--- src/rtl/ext_irq_pkg.sv ---
package ext_irq_pkg;

    typedef enum logic [1:0] {
        ST_IDLE         = 2'd0,
        ST_EDGE_HELD    = 2'd1,
        ST_LEVEL_ACTIVE = 2'd2
    } irq_state_e;

    localparam int unsigned SYNC_DEPTH_DEFAULT = 2;

endpackage

--- src/rtl/irq_pin_sync.sv ---
module irq_pin_sync #(
    parameter int unsigned STAGES    = 2,
    parameter logic        RESET_VAL = 1'b1
) (
    input  logic clk,
    input  logic rst_n,
    input  logic d_async,
    output logic d_sync
);
    localparam int unsigned TOP = STAGES - 1;

    logic [TOP:0] chain;

    generate
        if (STAGES == 1) begin : g_single
            always_ff @(posedge clk) begin
                if (!rst_n) chain <= RESET_VAL;
                else        chain <= d_async;
            end
        end else begin : g_multi
            always_ff @(posedge clk) begin
                if (!rst_n) chain <= {STAGES{RESET_VAL}};
                else        chain <= {chain[TOP-1:0], d_async};
            end
        end
    endgenerate

    assign d_sync = chain[TOP];
endmodule

--- src/rtl/irq_mc_sampler.sv ---
module irq_mc_sampler #(
    parameter logic IDLE_VAL = 1'b1
) (
    input  logic clk,
    input  logic rst_n,
    input  logic tick,
    input  logic d_sync,
    output logic held,
    output logic fall_evt,
    output logic next_low
);
    always_ff @(posedge clk) begin
        if (!rst_n)    held <= IDLE_VAL;
        else if (tick) held <= d_sync;
    end

    // high in the held sample, low in the one being taken now
    assign fall_evt = tick & held & ~d_sync;
    // level the held sample will show after this edge, inverted
    assign next_low = tick ? ~d_sync : ~held;

    // held sample moves only on a tick edge
    a_r2_hold_between_ticks: assert property (@(posedge clk) disable iff (!rst_n)
        !$past(tick) |-> $stable(held));
endmodule

--- src/rtl/irq_flag_fsm.sv ---
module irq_flag_fsm
    import ext_irq_pkg::*;
(
    input  logic clk,
    input  logic rst_n,
    input  logic edge_mode,
    input  logic ack,
    input  logic fall_evt,
    input  logic next_low,
    input  logic sampled,
    output logic pending
);
    irq_state_e state_q, state_d;

    always_ff @(posedge clk) begin
        if (!rst_n) state_q <= ST_IDLE;
        else        state_q <= state_d;
    end

    always_comb begin
        state_d = state_q;
        if (!edge_mode) begin
            // T_LVL_ON / T_LVL_OFF, ack ignored
            state_d = next_low ? ST_LEVEL_ACTIVE : ST_IDLE;
        end else if (fall_evt) begin
            // T_FALL: edge beats a coincident ack
            state_d = ST_EDGE_HELD;
        end else begin
            unique case (state_q)
                ST_IDLE:         state_d = ST_IDLE;
                ST_EDGE_HELD:    state_d = ack ? ST_IDLE : ST_EDGE_HELD;  // T_ACK
                ST_LEVEL_ACTIVE: state_d = ST_IDLE;                       // T_MODE_EDGE
                default:         state_d = ST_IDLE;
            endcase
        end
    end

    always_comb begin
        unique case (state_q)
            ST_EDGE_HELD, ST_LEVEL_ACTIVE: pending = 1'b1;
            default:                       pending = 1'b0;
        endcase
    end

    // an edge event always yields a pending flag
    a_r4_edge_sets: assert property (@(posedge clk) disable iff (!rst_n)
        (edge_mode && fall_evt) |=> pending);
    // in edge mode the flag rises only after an edge event
    a_r5_no_spurious: assert property (@(posedge clk) disable iff (!rst_n)
        ($past(edge_mode) && $rose(pending)) |-> $past(fall_evt));
    // acknowledge clears in edge mode
    a_r6_ack_clears: assert property (@(posedge clk) disable iff (!rst_n)
        (edge_mode && ack && !fall_evt) |=> !pending);
    // level mode mirrors the sample regardless of ack
    a_r8_level_follows: assert property (@(posedge clk) disable iff (!rst_n)
        $past(!edge_mode) |-> (pending == !sampled));
endmodule

--- src/rtl/ext_irq_detect.sv ---
module ext_irq_detect
    import ext_irq_pkg::*;
#(
    parameter int unsigned SYNC_STAGES = SYNC_DEPTH_DEFAULT
) (
    input  logic clk,
    input  logic rst_n,
    input  logic mc_tick,
    input  logic pin_n,
    input  logic edge_mode,
    input  logic ack,
    output logic pending,
    output logic pin_sampled
);
    localparam logic PIN_IDLE = 1'b1;

    logic pin_sync, fall_evt, next_low, held;

    irq_pin_sync #(.STAGES(SYNC_STAGES), .RESET_VAL(PIN_IDLE)) u_sync (
        .clk(clk), .rst_n(rst_n), .d_async(pin_n), .d_sync(pin_sync));

    irq_mc_sampler #(.IDLE_VAL(PIN_IDLE)) u_samp (
        .clk(clk), .rst_n(rst_n), .tick(mc_tick), .d_sync(pin_sync),
        .held(held), .fall_evt(fall_evt), .next_low(next_low));

    irq_flag_fsm u_fsm (
        .clk(clk), .rst_n(rst_n), .edge_mode(edge_mode), .ack(ack),
        .fall_evt(fall_evt), .next_low(next_low), .sampled(held),
        .pending(pending));

    assign pin_sampled = held;

    // reset leaves no request
    a_r1_reset_quiet: assert property (@(posedge clk)
        !rst_n |=> (!pending && pin_sampled));
endmodule

--- config.mk ---
export PLATFORM = sky130hd
export DESIGN_NAME = ext_irq_detect
export DESIGN_NICKNAME = d
export VERILOG_FILES = /design/src/rtl/ext_irq_pkg.sv /design/src/rtl/irq_pin_sync.sv /design/src/rtl/irq_mc_sampler.sv /design/src/rtl/irq_flag_fsm.sv /design/src/rtl/ext_irq_detect.sv
export SDC_FILE = /design/constraint.sdc
export NUM_CORES = 1
export LEC_CHECK = 0
export BUFFER_PORTS_ARGS = -buffer_cell sky130_fd_sc_hd__buf_4
export CAP_MARGIN = 5
export CORE_AREA = 2 2 39 41
export DETAILED_ROUTE_END_ITERATION = 10
export DIE_AREA = 0 0 41 43
export MAX_ROUTING_LAYER = met4
export PLACE_DENSITY_LB_ADDON = 0.3
export SLEW_MARGIN = 20
export SYNTH_ARGS = -nofsm -noshare
export SYNTH_HDL_FRONTEND = slang
export SYNTH_SLANG_ARGS = --single-unit
--- constraint.sdc ---
create_clock -name clk -period 2.2 [get_ports clk]
set_input_delay 0.22 -clock clk [delete_from_list [all_inputs] [get_ports clk]]
set_output_delay 0.22 -clock clk [all_outputs]
set_load 0.03 [all_outputs]
==> reports/metrics.cfg <==
[run_status]
outcome = finished clean

[finish]
area_growth_pct = 55.6
final_nets = 36
regArea_um2 = 100
drive_above_1_share = 0.357
instances_no_fill = 44
multi_input_area_um2 = 70.1
n_fill_cell = 146
final_cell_area_um2 = 277
n_antenna_cell = 0

[cts]
cts-buffers-inserted = 3
clock_sinks = 5
clk_latency_ps = 240
root_buffer = clkbuf_4
ctsLongestPathBuffers = 2
post_cts_buffers = 0
ctsResizeCount = 0
cts_tree = done
path_clk_slew_ps = 40
ctsHoldBuffers = 0
htreeDepth = 1

[setup_path]
cp.arrival_ps = 1040
cp_max_fo = 1
critPathSlowestCell = dfxtp_1
cp_common_cell = inv_1
crit_required_ps = 1980
path_delay_family = flip-flops
slowest_delay_ps = 300
crit_type = register to primary output
startpoint_type = register
critPathBufInv = 3
crit_chain = inv_1 -> ha_1 -> inv_1 -> buf_4
worst_setup_path_end_kind = primary output

[detailed_routing]
drt_iter0_drc = 2
remaining_drc_errors = 0
routedWlPerCell_um = 7.14
num_vias = 154
antenna_left = 0
drt_wl_total_um = 314
viasPerCell = 3.50
dr.pass1.iters = 4

[floorplan]
die_w_um = 41
core-area_um2 = 1380
dieArea_um2 = 1760
initial_utilization = 0.128
std_cell_rows = 14
die_h_um = 43
ios = 8

[global_routing]
grt_max_degree = 6
overflow = 0
grt_first_pass_wirelength_um = 455
grt_pass1_vias = 123
track_usage = 0.0494
antenna_found_initial = 0

[synthesis]
yosys.cell_count.top_type = dfxtp_1
synth_edf_count = 0
synthArstFlopShare = 0
ys_top_cells_by_count = 5 x dfxtp_1, 3 x nand2b_1, 2 x inv_1, 2 x nand2_1
synthesis.area_um2 = 178
ys_ff_latch = 5
synth.avg_cell_area_um2 = 10.5
synth_top_area_share = 0.563
yosysTopAreaCell = dfxtp_1
synth_fp_nets = 24
yosysWarnings = 0
synth.distinct_cells = 9
yosys-top-cells-area = dfxtp_1 56%, nand2b_1 11%, ha_1 7.0%
ys.flop_type = dfxtp_1
yosysSeqAreaShare = 0.563
synth_cells = 17

[power]
powerDensity_nw_per_um2 = 783
p_leak_nw = 0.130
ir_drop_uv = 344

[sta]
fmax_mhz = 795
period_needed_ps = 1260
fin_crit_sh = 0.571
timing.final.ws_setup_ps = 943
rsz0062_at_grt = no
drv_slew = 0
setup_viol = 0
slew_headroom = 0.883
fin_setup_tns_ps = 0
fin_skew_ps = 4.41
tightest_slew_ps = 170
whs_ps = 164
hold_viol = 0

[place]
place_inst = 40
routabilityCongestion = 0.565
pre_cts_ws_ps = 1190
dpl_cell_area_um2 = 250
numPortBuffers = 7

[worst_hold_path]
hold_path_class = primary input to register

[job]
max_cap_viol_count = 0

routing by layer:
metal | share of wire | vias up | GRT usage
met5 | 0 | - | -
met4 | 0 | 0 | 0.0400
met3 | 0.18 | 0 | 0.0785
met2 | 0.40 | 14 | 0.0438
met1 | 0.41 | 64 | 0.0418
li1 | - | 76 | -
registers in the layout, indices dropped and copies added (netlist names):
| register | count |
|---|---|
| u_sync.chain | 2 |
| u_fsm.state_q | 2 |
| u_samp.held | 1 |
final cells by class:
cell class                      instances  share of cell area
Clock buffer                            4              0.0950
Inverter                                2              0.0271
Multi-Input combinational cell         10               0.253
Sequential cell                         5               0.362
Tap cell                               16              0.0724
Timing Repair Buffer                    7               0.190
cell usage in the layout, fill, tap and decap left out:
cell type  instances
nand3b_1           1
ha_1               1
a21oi_1            1
clkbuf_4           3
buf_4              7
clkbuf_1           1
mux2i_1            1
nand2b_1           3
nand2_1            2
and3b_1            1
inv_1              2
dfxtp_1            5
kinds of logic after synthesis:
| group | synth area share |
|---|---|
| and+or+nand+nor | 0.239 |
| DFF | 0.563 |
| buffers and inverters | 0.0423 |
| AOI/OAI and AO/OA | 0.0281 |
| muxes | 0.0563 |
| adders and majority gates | 0.0704 |
power by group:
group / switching, W / total, W / internal [W]
Sequential: 0.000000892 / 0.0000945 / 0.0000936
Combinational: 0.00000628 / 0.0000160 / 0.00000974
Clock: 0.0000374 / 0.000106 / 0.0000686
Total: 0.0000446 / 0.000216 / 0.000172
metrics by stage:
stage	power, W	utilization
2_1_floorplan	0.000102	-
3_3_place_gp	0.000112	0.181
3_5_place_dp	0.000112	0.181
4_1_cts	0.000221	0.200
5_1_grt	0.000227	0.200
6_report	0.000216	0.200
path summary, 6_finish.rpt:
path                           end  cells after the start              from  slack, ps
setup / recovery           pending                      4  u_fsm.state_q[1]        940
hold / removal     u_sync.chain[0]                      2             pin_n        160
setup reg to reg  u_fsm.state_q[0]                      4  u_fsm.state_q[1]       1460
hold reg to reg    u_sync.chain[1]                      1   u_sync.chain[0]        400
Power figures use the tool's default switching activity.
